### config.mk
export PLATFORM = sky130hd
export DESIGN_NAME = rtc_irq_ctrl
export DESIGN_NICKNAME = d
export VERILOG_FILES = /design/src/rtl/rtc_irq_pkg.sv /design/src/rtl/rtc_irq_divider.sv /design/src/rtl/rtc_irq_flags.sv /design/src/rtl/rtc_irq_line.sv /design/src/rtl/rtc_irq_ctrl.sv
export SDC_FILE = /design/constraint.sdc
export NUM_CORES = 1
export LEC_CHECK = 0
export ABC_AREA = 1
export BUFFER_PORTS_ARGS = -buffer_cell sky130_fd_sc_hd__buf_2
export CAP_MARGIN = 10
export CELL_PAD_IN_SITES_DETAIL_PLACEMENT = 2
export CELL_PAD_IN_SITES_GLOBAL_PLACEMENT = 2
export CORE_ASPECT_RATIO = 0.8
export CORE_MARGIN = 3
export CORE_UTILIZATION = 30
export CTS_BUF_LIST = sky130_fd_sc_hd__clkbuf_8
export CTS_CLUSTER_DIAMETER = 50
export DETAILED_ROUTE_END_ITERATION = 10
export PLACE_DENSITY = 0.83
export SLEW_MARGIN = 40
export SYNTH_ARGS = -nofsm -noshare
export SYNTH_HDL_FRONTEND = slang
export SYNTH_SLANG_ARGS = --single-unit
### constraint.sdc
create_clock -name clk -period 5.19 [get_ports clk]
set_input_delay 1.2975 -clock clk [delete_from_list [all_inputs] [get_ports clk]]
set_output_delay 1.2975 -clock clk [all_outputs]
set_load 0.005 [all_outputs]
### src/rtl/rtc_irq_pkg.sv
package rtc_irq_pkg;
    // internal source vector order: periodic, alarm, update
    localparam int SRC_N     = 3;
    localparam int SRC_LSB   = 4;   // sources occupy bits 6:4 in flag and control bytes
    localparam int SUM_BIT   = 7;
    localparam logic [7:0] CTRL_MASK  = 8'h76;
    localparam logic [7:0] RATE_RESET = 8'h26;
    localparam logic [7:0] CTRL_RESET = 8'h02;
    localparam logic [2:0] REF_32K    = 3'b010;

    typedef enum logic [1:0] {
        REG_RATE = 2'd0,
        REG_CTRL = 2'd1,
        REG_FLAG = 2'd2,
        REG_NONE = 2'd3
    } reg_sel_e;

    typedef enum logic {
        LINE_QUIET  = 1'b0,
        LINE_RAISED = 1'b1
    } line_state_e;
endpackage

### src/rtl/rtc_irq_divider.sv
module rtc_irq_divider #(
    parameter int RATE_W = 4
) (
    input  logic              clk,
    input  logic              rst_n,
    input  logic              ref_tick,
    input  logic              enable,
    input  logic              restart,
    input  logic [RATE_W-1:0] rate,
    output logic              tick
);
    localparam int CNT_W = (1 << RATE_W) - 1;

    logic [CNT_W-1:0] cnt;
    logic [CNT_W-1:0] last;
    logic             active;

    always_comb begin
        active = enable && (rate != '0);
        if (rate == '0) begin
            last = '0;
        end else begin
            last = (CNT_W'(1) << (rate - RATE_W'(1))) - CNT_W'(1);
        end
    end

    always_ff @(posedge clk or negedge rst_n) begin
        if (!rst_n) begin
            cnt  <= '0;
            tick <= 1'b0;
        end else begin
            tick <= 1'b0;
            if (restart || !active) begin
                cnt <= '0;
            end else if (ref_tick) begin
                if (cnt == last) begin
                    cnt  <= '0;
                    tick <= 1'b1;
                end else begin
                    cnt <= cnt + CNT_W'(1);
                end
            end
        end
    end


    tick_needs_ref_chk: assert property (@(posedge clk) disable iff (!rst_n)
        tick |-> $past(ref_tick && active));
endmodule

### src/rtl/rtc_irq_flags.sv
module rtc_irq_flags #(
    parameter int N = 3
) (
    input  logic         clk,
    input  logic         rst_n,
    input  logic [N-1:0] evt,
    input  logic         ack,
    input  logic [N-1:0] en_d,
    output logic [N-1:0] flags_q,
    output logic         summary_d
);
    logic [N-1:0] flags_d;

    always_comb begin
        flags_d   = (ack ? '0 : flags_q) | evt;
        summary_d = |(flags_d & en_d);
    end

    always_ff @(posedge clk or negedge rst_n) begin
        if (!rst_n) begin
            flags_q <= '0;
        end else begin
            flags_q <= flags_d;
        end
    end

    for (genvar i = 0; i < N; i++) begin : g_chk

        evt_latched_chk: assert property (@(posedge clk) disable iff (!rst_n)
            evt[i] |=> flags_q[i]);

        flag_cause_chk: assert property (@(posedge clk) disable iff (!rst_n)
            $rose(flags_q[i]) |-> $past(evt[i]));
    end
endmodule

### src/rtl/rtc_irq_line.sv
module rtc_irq_line
    import rtc_irq_pkg::*;
(
    input  logic clk,
    input  logic rst_n,
    input  logic summary_d,
    output logic irq
);
    line_state_e state_q;
    line_state_e state_d;

    always_comb begin
        unique case (state_q)
            LINE_QUIET:  state_d = summary_d ? LINE_RAISED : LINE_QUIET;
            LINE_RAISED: state_d = summary_d ? LINE_RAISED : LINE_QUIET;
            default:     state_d = LINE_QUIET;
        endcase
    end

    always_ff @(posedge clk or negedge rst_n) begin
        if (!rst_n) begin
            state_q <= LINE_QUIET;
        end else begin
            state_q <= state_d;
        end
    end

    always_comb begin
        irq = (state_q == LINE_RAISED);
    end
endmodule

### src/rtl/rtc_irq_ctrl.sv
module rtc_irq_ctrl
    import rtc_irq_pkg::*;
#(
    parameter int RATE_W = 4
) (
    input  logic       clk,
    input  logic       rst_n,
    input  logic [1:0] addr,
    input  logic       wr_en,
    input  logic       rd_en,
    input  logic [7:0] wdata,
    output logic [7:0] rdata,
    input  logic       alarm_evt,
    input  logic       update_evt,
    input  logic       ref_tick,
    output logic       irq
);
    localparam int SEL_LSB = RATE_W;
    localparam int SRC_MSB = SRC_LSB + SRC_N - 1;

    reg_sel_e         sel;
    logic [6:0]       rate_q;
    logic [7:0]       ctrl_q;
    logic [7:0]       ctrl_d;
    logic             wr_rate;
    logic             wr_ctrl;
    logic             ack;
    logic             per_tick;
    logic [SRC_N-1:0] evt;
    logic [SRC_N-1:0] flags_q;
    logic             summary_d;
    logic             summary_now;

    always_comb begin
        sel     = reg_sel_e'(addr);
        wr_rate = wr_en && (sel == REG_RATE);
        wr_ctrl = wr_en && (sel == REG_CTRL);
        ack     = rd_en && (sel == REG_FLAG);
        ctrl_d  = wr_ctrl ? (wdata & CTRL_MASK) : ctrl_q;
        evt     = {per_tick, alarm_evt, update_evt};
        summary_now = |(flags_q & ctrl_q[SRC_MSB:SRC_LSB]);
    end

    always_ff @(posedge clk or negedge rst_n) begin
        if (!rst_n) begin
            rate_q <= RATE_RESET[6:0];
            ctrl_q <= CTRL_RESET;
        end else begin
            if (wr_rate) begin
                rate_q <= wdata[6:0];
            end
            ctrl_q <= ctrl_d;
        end
    end

    always_comb begin
        unique case (sel)
            REG_RATE: rdata = {1'b0, rate_q};
            REG_CTRL: rdata = ctrl_q;
            REG_FLAG: rdata = {summary_now, flags_q, 4'b0000};
            default:  rdata = 8'h00;
        endcase
    end

    rtc_irq_divider #(.RATE_W(RATE_W)) u_divider (
        .clk      (clk),
        .rst_n    (rst_n),
        .ref_tick (ref_tick),
        .enable   (rate_q[6:SEL_LSB] == REF_32K),
        .restart  (wr_rate),
        .rate     (rate_q[RATE_W-1:0]),
        .tick     (per_tick)
    );

    rtc_irq_flags #(.N(SRC_N)) u_flags (
        .clk       (clk),
        .rst_n     (rst_n),
        .evt       (evt),
        .ack       (ack),
        .en_d      (ctrl_d[SRC_MSB:SRC_LSB]),
        .flags_q   (flags_q),
        .summary_d (summary_d)
    );

    rtc_irq_line u_line (
        .clk       (clk),
        .rst_n     (rst_n),
        .summary_d (summary_d),
        .irq       (irq)
    );


    irq_matches_summary_chk: assert property (@(posedge clk) disable iff (!rst_n)
        irq == summary_now);

    ack_drops_irq_chk: assert property (@(posedge clk) disable iff (!rst_n)
        (ack && !alarm_evt && !update_evt && !per_tick) |=> !irq);
endmodule

==> results of run 1 <==
[final cells by class]
cell class              instances  area share
inverters                      41      0.0607
multi-input cells             244       0.486
clock buffers                   5      0.0271
well taps                      87      0.0429
flip-flops and latches         32       0.318
clock inverters                 3      0.0168
repair buffers                 24      0.0484
[worst paths after layout]
path | endpoint | slack (ns) | cells after the start
worst max-delay path | rdata[1] | 1.70 | 5
worst min-delay path | ctrl_q[1] | 0.50 | 2
worst max register to register | u_divider.cnt[4] | 2.33 | 13
worst min register to register | ctrl_q[1] | 0.50 | 2
max in group asynchronous | rate_q[1] | 3.89 | 1
min in group asynchronous | u_divider.cnt[7] | 0.96 | 1
[critical path: stages]
cell,delay [ns]
buf_2,0.10
nor2_1,0.31
inv_1,0.17
o21ai_0,0.17
buf_2,0.14
[report_power, final]
group,switching [mW],internal [mW]
Combinational,0.167,0.0785
Clock,0.103,0.142
Sequential,0.0292,0.275
Total,0.300,0.495
[per-stage QoR]
step / util / setup WS (ns) / hold WS, ns / std cells / cell area [sq um]
6_report: 0.359 / 1.70 / 0.501 / 436 / 2530
5_1_grt: 0.359 / 1.57 / 0.514 / 436 / 2530
3_3_place_gp: 0.343 / 1.66 / 0.470 / 428 / 2420
4_1_cts: 0.359 / 1.70 / 0.508 / 436 / 2530
3_5_place_dp: 0.343 / 1.71 / 0.496 / 428 / 2420
2_1_floorplan: - / 2.10 / 0.441 / 324 / 2240
[cells in the mapped netlist (4+ instances only)]
| library cell | count |
|---|---|
| nor2_1 | 34 |
| nand4_1 | 9 |
| nand2_2 | 5 |
| xor2_1 | 10 |
| inv_1 | 36 |
| o21ai_2 | 9 |
| dfrtp_1 | 28 |
| dfstp_2 | 4 |
| nand2_1 | 103 |
| o21ai_0 | 18 |
| nand3_1 | 25 |
| inv_2 | 4 |
[cell usage in the layout (no fill, tap or decap), types with 4 or more instances in the layout]
cell type / synthesis / final
o21ai_2: 9 / 9
buf_2: 1 / 23
inv_1: 36 / 36
nand3_1: 25 / 25
nand2_1: 103 / 103
clkbuf_8: 0 / 5
inv_2: 4 / 4
dfrtp_1: 28 / 28
o21ai_0: 18 / 18
nand2_2: 5 / 5
nand4_1: 9 / 9
xor2_1: 10 / 10
nor2_1: 34 / 33
dfstp_2: 4 / 4
[cell families (layout without fill, tap and decap cells)]
family	count (synthesis)	count (layout)	synth area share
AO/OA/AOI/OAI	43	43	0.128
buffers and inverters	48	73	0.0911
flip-flops	32	32	0.360
AND/OR/NAND/NOR	188	188	0.367
XOR/XNOR	11	11	0.0430
adder cells (fa/ha/maj)	2	2	0.0112
[metal layers]
layer	vias to the layer above	wire length, microns	GRT usage
li1	1083	-	-
met1	1099	3580	0.254
met2	18	3360	0.292
met3	8	155	0.0327
met4	0	98	0.0489
met5	-	0	0
[registers in the layout, summed over array words and instances, names as in the netlist]
signal           flops
u_divider.cnt       15
rate_q               7
ctrl_q               5
u_flags.flags_q      3
u_divider.tick       1
u_line.irq           1
==> impl_metrics.env, run 1 <==
export IMPL_outcome="completed"
export IMPL_avgViaCountPerCell=5.06
export IMPL_cp_end_kind="primary output"
export IMPL_finalCriticalPeriod_ns=3.49
export IMPL_synth_cell_types=33
export IMPL_layout_nets=367
export IMPL_max_freq_mhz=286
export IMPL_rsz0062_at_grt="false"
export IMPL_cts_inserted_buffers=5
export IMPL_crit_path_max_fanout=5
export IMPL_avgSynthCellArea_sq_um=6.91
export IMPL_required_ns=3.89
export IMPL_io_pins=26
export IMPL_worst_pin_slew_ns=0.682
export IMPL_finClkSkew_ns=0.00611
export IMPL_r2r_start="rate_q[3]"
export IMPL_cp_startpoint="addr[0]"
export IMPL_hold_class="register to register"
export IMPL_arrival_ns=2.19
export IMPL_clkLatencyLatePin_ns=0.29
export IMPL_netlist_instances=324
export IMPL_finalPower_mw=0.795
export IMPL_ant_nets=0
export IMPL_relSlewSlack=0.545
export IMPL_cts_resized=0
export IMPL_crit_type="input pin to primary output"
export IMPL_root_buffer="clkbuf_8"
export IMPL_yosysTopAreaCell="dfrtp_1"
export IMPL_cts_buffer_depth=2
export IMPL_wl_microns=7190
export IMPL_cts_setup_buffers=0
export IMPL_cts_tree="built"
export IMPL_max_vdd_ir_drop_v=0.000113
export IMPL_synthesis_nets=343
export IMPL_htreeDepth=2
export IMPL_dieArea_sq_mm=0.00854
export IMPL_hold_buffers=0
export IMPL_synth_area_leaders="dfrtp_1 (31%), nand2_1 (17%), inv_1 (6.0%)"
export IMPL_grt_pass1_vias=2467
export IMPL_die_y_microns=83.3
export IMPL_port_buffer_count=24
export IMPL_finalCritPeriodShare=0.673
export IMPL_finalSetupTns_ns=0
export IMPL_maxSlewViolCount=0
export IMPL_synth_top_area_share=0.313
export IMPL_antenna_found_initial=0
export IMPL_fp_dieW_microns=103
export IMPL_multiInputGateArea_sq_mm=0.00123
export IMPL_cts_sinks=32
export IMPL_min_delay_start="ctrl_q[1]"
export IMPL_floorplan_initialDensity=0.317
export IMPL_area_growth_pct=13.2
export IMPL_insertedDiodeCount=0
export IMPL_hold_viol=0
export IMPL_fillers=880
export IMPL_coreArea_sq_mm=0.00706
export IMPL_gr_total_overflow=0
export IMPL_ys_seq_area_frac=0.360
export IMPL_setup_viol=0
export IMPL_drtPass1Iterations=4
export IMPL_grt_pass1_wl_microns=12400
export IMPL_vias=2208
export IMPL_place_hpwl_microns=5740
export IMPL_power_density_mw_per_mm2=314
export IMPL_synth_edff_count=0
export IMPL_synth_flop_cell="dfrtp_1"
export IMPL_synth_async_reset_ratio=1.00
export IMPL_regArea_sq_um=806
export IMPL_post_route_cells_drive_above_1_share=0.183
export IMPL_ys_ff_latch=32
export IMPL_ys_warnings_count=0
export IMPL_p_leak_nw=1.24
export IMPL_max_cap_violations=0
export IMPL_syn_area_sq_mm=0.00224
export IMPL_gp_congestion=0.777
export IMPL_wl_per_cell_microns=16.5
export IMPL_drt_iter0_markers=78
export IMPL_grt_start_max_net_pins=33
export IMPL_drc=0
export IMPL_startpoint_type="input pin"
export IMPL_row_count=27
export IMPL_clkTransAtPathRegs_ns=0.07
export IMPL_grtUsageTotal=0.184
(Power assumes the default switching activity.)
==> run 2, diff against run 1 <==
--- a/config.mk
+++ b/config.mk
@@ -16,7 +16,7 @@
 export CTS_BUF_LIST = sky130_fd_sc_hd__clkbuf_8
 export CTS_CLUSTER_DIAMETER = 50
 export DETAILED_ROUTE_END_ITERATION = 10
-export PLACE_DENSITY = 0.83
+export PLACE_DENSITY = 0.86
 export SLEW_MARGIN = 40
 export SYNTH_ARGS = -nofsm -noshare
 export SYNTH_HDL_FRONTEND = slang
==> constraint.sdc (replaced) <==
create_clock -name clk -period 3 [get_ports clk]
set_input_delay 0.75 -clock clk [delete_from_list [all_inputs] [get_ports clk]]
set_output_delay 0.75 -clock clk [all_outputs]
set_load 0.005 [all_outputs]
==> impl_metrics.env, run 2 (synthesis gave the netlist of run 1 again) <==
export IMPL_outcome="completed"
export IMPL_antenna_found_initial=0
export IMPL_dr_wl_met3_microns=145
export IMPL_cts_resized=0
export IMPL_place_hpwl_microns=5910
export IMPL_area_growth_pct=14.2
export IMPL_die_y_microns=83.3
export IMPL_avgViaCountPerCell=5.10
export IMPL_grt_start_max_net_pins=33
export IMPL_p_sw_frac=0.381
export IMPL_final_common_cell="nand2_1"
export IMPL_max_cap_violations=0
export IMPL_power_density_mw_per_mm2=543
export IMPL_gp_congestion=0.821
export IMPL_required_ns=3.18
export IMPL_port_buffer_count=24
export IMPL_multiInputGateArea_sq_mm=0.00123
export IMPL_arrival_ns=2.81
export IMPL_clkTransAtPathRegs_ns=0.08
export IMPL_relSlewSlack=0.631
export IMPL_rsz0062_at_grt="false"
export IMPL_max_vdd_ir_drop_v=0.000172
export IMPL_drt_iter0_markers=62
export IMPL_hold_viol=0
export IMPL_wl_met2_microns=3490
export IMPL_insertedDiodeCount=0
export IMPL_gr_total_overflow=0
export IMPL_largestRegisters="u_divider.cnt x15, rate_q x7, ctrl_q x5"
export IMPL_root_buffer="clkbuf_8"
export IMPL_io_pins=26
export IMPL_crit_type="register to register"
export IMPL_regArea_sq_um=806
export IMPL_floorplan_initialDensity=0.317
export IMPL_finClkSkew_ns=0.00650
export IMPL_cts_inserted_buffers=5
export IMPL_layout_common_cells="nand2_1 (103), inv_1 (37), nor2_1 (34)"
export IMPL_maxSlewViolCount=0
export IMPL_power_switching_mw=0.529
export IMPL_p_seq_frac=0.372
export IMPL_p_clk_frac=0.307
export IMPL_p_leak_nw=1.27
export IMPL_worst_pin_slew_ns=0.548
export IMPL_ant_nets=0
export IMPL_hold_class="input pin to async pin"
export IMPL_startpoint_type="register"
export IMPL_internal_power_mw=0.861
export IMPL_grtUsageTotal=0.193
export IMPL_finalCritPeriodShare=0.877
export IMPL_grt_pass1_wl_microns=12900
export IMPL_finalSetupTns_ns=0
export IMPL_regMostFlops="u_divider.cnt"
export IMPL_max_freq_mhz=380
export IMPL_hold_buffers=0
export IMPL_wl_per_cell_microns=17.0
export IMPL_htreeDepth=2
export IMPL_clkLatencyLatePin_ns=0.30
export IMPL_crit_path_max_fanout=9
export IMPL_drc=0
export IMPL_row_count=27
export IMPL_r2r_start="rate_q[2]"
export IMPL_cp_end_kind="register"
export IMPL_r2r_setup_slack_ns=0.37
export IMPL_finalPower_mw=1.39
export IMPL_fillers=880
export IMPL_dpl_cell_count=432
export IMPL_post_route_cells_drive_above_1_share=0.187
export IMPL_rr_endpoint="u_divider.cnt[14]"
export IMPL_vias=2246
export IMPL_layout_nets=371
export IMPL_finalCriticalPeriod_ns=2.63
export IMPL_dieArea_sq_mm=0.00854
export IMPL_top_layer_used="met4"
export IMPL_largest_reg_flops=15
export IMPL_coreArea_sq_mm=0.00706
export IMPL_final_cells=440
export IMPL_cts_buffer_depth=2
export IMPL_hold_slack_ns=0.376
export IMPL_ff2ff_path_depth=13
export IMPL_met1Wirelength_microns=3750
export IMPL_wl_microns=7470
export IMPL_cts_sinks=32
export IMPL_cts_tree="built"
export IMPL_grt_pass1_vias=2571
export IMPL_drtPass1Iterations=4
export IMPL_comb_power_share=0.322
export IMPL_fp_dieW_microns=103
export IMPL_cts_setup_buffers=0
export IMPL_setup_viol=0
==> run 2: worst max-delay path by stage <==
stage              start           endpoint  slack, ns  depth (start not counted)
4_1_cts        rate_q[1]  u_divider.cnt[14]       0.38                         15
2_1_floorplan  rate_q[1]   u_divider.cnt[0]       0.84                         16
6_report       rate_q[2]  u_divider.cnt[14]       0.37                         13
3_3_place_gp   rate_q[1]  u_divider.cnt[14]       0.49                         13
5_1_grt        rate_q[1]  u_divider.cnt[14]       0.09                         16
3_5_place_dp   rate_q[1]  u_divider.cnt[14]       0.42                         13
==> run 2: critical path, cell delays in order (launching register included) <==
cell and delay (ns):
dfstp_2 0.65, nor2_4 0.09, nand2_1 0.08, ha_1 0.22, nand3_2 0.17, o22ai_1 0.26, nand2_1 0.09, nand2_1 0.08
nand2_1 0.08, nor2_1 0.15, nand3_2 0.13, o21bai_4 0.19, buf_4 0.24, o21ai_2 0.07
==> run 2: cell type report <==
| cell class | count | area share |
|---|---|---|
| clock buffer | 5 | 0.0269 |
| clock inverter | 3 | 0.0152 |
| inverter | 41 | 0.0601 |
| multi-input combinational | 244 | 0.481 |
| sequential | 32 | 0.315 |
| tap | 87 | 0.0425 |
| timing repair buffer | 28 | 0.0597 |
==> run 2: stage by stage <==
step	cell area, sq um	util	worst slack [ns]
2_1_floorplan	2240	-	0.843
3_3_place_gp	2450	0.347	0.492
3_5_place_dp	2450	0.347	0.416
4_1_cts	2560	0.362	0.381
5_1_grt	2560	0.362	0.0934
6_report	2560	0.362	0.369
==> run 2: power groups by stage <==
stage	combinational (mW)	sequential, mW	clock (mW)
2_1_floorplan	0.310	0.509	0
3_3_place_gp	0.413	0.521	0
3_5_place_dp	0.443	0.524	0
4_1_cts	0.452	0.516	0.435
5_1_grt	0.510	0.522	0.464
6_report	0.447	0.516	0.426
==> run 2: routing by layer <==
metal	vias up	track usage
met4	0	0.0513
met5	-	0
met3	6	0.0327
met2	13	0.317
met1	1132	0.258
li1	1095	-
==> run 3, diff against run 2 <==
--- a/config.mk
+++ b/config.mk
@@ -11,7 +11,6 @@
 export CELL_PAD_IN_SITES_DETAIL_PLACEMENT = 2
 export CELL_PAD_IN_SITES_GLOBAL_PLACEMENT = 2
 export CORE_ASPECT_RATIO = 0.8
-export CORE_MARGIN = 3
 export CORE_UTILIZATION = 30
 export CTS_BUF_LIST = sky130_fd_sc_hd__clkbuf_8
 export CTS_CLUSTER_DIAMETER = 50
==> impl_metrics.env, run 3 (synthesis gave the netlist of run 1 again) <==
export IMPL_outcome="completed"
export IMPL_floorplan_initialDensity=0.317
export IMPL_post_route_cells_drive_above_1_share=0.197
export IMPL_max_freq_mhz=376
export IMPL_hold_slack_ns=0.391
export IMPL_hold_viol=0
export IMPL_port_buffer_count=24
export IMPL_insertedDiodeCount=0
export IMPL_root_buffer="clkbuf_8"
export IMPL_wl_per_cell_microns=16.3
export IMPL_cts_tree="built"
export IMPL_maxSlewViolCount=0
export IMPL_drc=0
export IMPL_fillers=872
export IMPL_largestRegisters="u_divider.cnt x15, rate_q x7, ctrl_q x5"
export IMPL_grtUsageTotal=0.204
export IMPL_coreArea_sq_mm=0.00706
export IMPL_gr_total_overflow=0
export IMPL_use_met1=0.263
export IMPL_gr_usage_met3=0.0290
export IMPL_place_hpwl_microns=5740
export IMPL_critPathSlowestCell="dfstp_2"
export IMPL_area_growth_pct=16.0
export IMPL_cts_sinks=32
export IMPL_power_density_mw_per_mm2=536
export IMPL_largest_reg_flops=15
export IMPL_cts_resized=0
export IMPL_cp_end_kind="register"
export IMPL_gp_congestion=0.799
export IMPL_htreeDepth=2
export IMPL_final_common_cell="nand2_1"
export IMPL_finalCriticalPeriod_ns=2.66
export IMPL_antenna_found_initial=0
export IMPL_arrival_ns=2.84
export IMPL_critical_path_buf_inv_count=2
export IMPL_finalPower_mw=1.39
export IMPL_clkTransAtPathRegs_ns=0.07
export IMPL_max_cap_violations=0
export IMPL_p_leak_nw=1.28
export IMPL_cts_buffer_depth=2
export IMPL_vias=2259
export IMPL_crit_type="register to register"
export IMPL_worst_pin_slew_ns=0.481
export IMPL_grt_start_max_net_pins=33
export IMPL_layout_common_cells="nand2_1 (103), inv_1 (36), nor2_1 (34)"
export IMPL_crit_path_max_fanout=7
export IMPL_ant_nets=0
export IMPL_max_stage_delay_ns=0.57
export IMPL_busiest_layer="met2"
export IMPL_fp_dieW_microns=98.6
export IMPL_met2_usage=0.356
export IMPL_grt_pass1_vias=2475
export IMPL_cts_inserted_buffers=5
export IMPL_crit_chain="inv_1, nor2_1, nand2_1, ha_1, nand3_2, nor2_1, o21ai_1, nand2_1, nand2_1, nand2_1, nor2_1, nand3_2, o21bai_4, buf_4, o21ai_2"
export IMPL_finClkSkew_ns=0.00602
export IMPL_regArea_sq_um=806
export IMPL_avgViaCountPerCell=5.10
export IMPL_multiInputGateArea_sq_mm=0.00123
export IMPL_row_count=27
export IMPL_dieArea_sq_mm=0.00782
export IMPL_io_pins=26
export IMPL_hold_class="input pin to async pin"
export IMPL_regMostFlops="u_divider.cnt"
export IMPL_die_y_microns=79.3
export IMPL_relSlewSlack=0.676
export IMPL_drt_iter0_markers=70
export IMPL_layout_nets=374
export IMPL_setup_viol=0
export IMPL_crit_top_cell="nand2_1"
export IMPL_required_ns=3.18
export IMPL_cp_startpoint="rate_q[1]"
export IMPL_max_vdd_ir_drop_v=0.000172
export IMPL_startpoint_type="register"
export IMPL_rsz0062_at_grt="false"
export IMPL_hold_buffers=0
export IMPL_drtPass1Iterations=4
export IMPL_wl_microns=7220
export IMPL_clkLatencyLatePin_ns=0.30
export IMPL_finalCritPeriodShare=0.887
export IMPL_dpl_cell_count=431
export IMPL_grt_pass1_wl_microns=12200
export IMPL_r2r_start="rate_q[1]"
export IMPL_crit_family="simple AND/OR/NAND/NOR gates"
export IMPL_final_cells=443
export IMPL_finalSetupTns_ns=0
-- run 3: changes by cell type in the layout (fill, tap and decap cells not counted), sizes merged --
cell	change
inv	-1
clkinvlp	+1
buf	+3
-- run 3: power by group --
part	internal, mW	switching (mW)	leakage, nW
Sequential	0.475	0.0401	0.405
Clock	0.246	0.181	0.0541
Combinational	0.147	0.303	0.820
Total	0.868	0.525	1.28
-- run 3: what timing repair did --
action | CTS | global route
endpoints found under the setup margin | 0 | 3
endpoints found under the hold margin | 0 | 0
setup buffers | 0 | 4
-- run 3: area by class of cell --
class,instances,area share
Multi-Input combinational cell,244,0.474
Sequential cell,32,0.310
Timing Repair Buffer,31,0.0723
Inverter,41,0.0592
Tap cell,87,0.0419
Clock buffer,5,0.0265
Clock inverter,3,0.0164
-- run 3: final timing paths --
kind / endpoint / slack, ns / depth (start not counted)
hold reg to reg: u_divider.cnt[13] / 0.50 / 2
setup / recovery: u_divider.cnt[14] / 0.34 / 15
hold / removal: ctrl_q[2] / 0.39 / 1
min in group clk: u_divider.cnt[13] / 0.50 / 2
max in group asynchronous: rate_q[5] / 2.25 / 1
setup reg to reg: u_divider.cnt[14] / 0.34 / 15
-- run 3: worst register-to-register path, stage by stage, from the launching register on --
cell      delay, ns
dfstp_2        0.57
inv_1          0.11
nor2_1         0.15
nand2_1        0.07
ha_1           0.22
nand3_2        0.17
nor2_1         0.06
o21ai_1        0.13
nand2_1        0.10
nand2_1        0.08
nand2_1        0.08
nor2_1         0.15
nand3_2        0.15
o21bai_4       0.28
buf_4          0.17
o21ai_2        0.05
-- run 3: routing by layer --
metal	routed length [microns]	share of wire
met5	0	0
met4	84	0.012
met3	168	0.023
met2	3410	0.47
met1	3560	0.49
-- run 3: stage by stage --
stage / cell area (sq um) / setup WS, ns / util
floorplan: 2240 / 0.843 / -
global placement: 2440 / 0.391 / 0.346
detailed placement: 2440 / 0.226 / 0.346
CTS: 2550 / 0.128 / 0.362
global route: 2600 / 0.147 / 0.368
finish: 2600 / 0.340 / 0.368
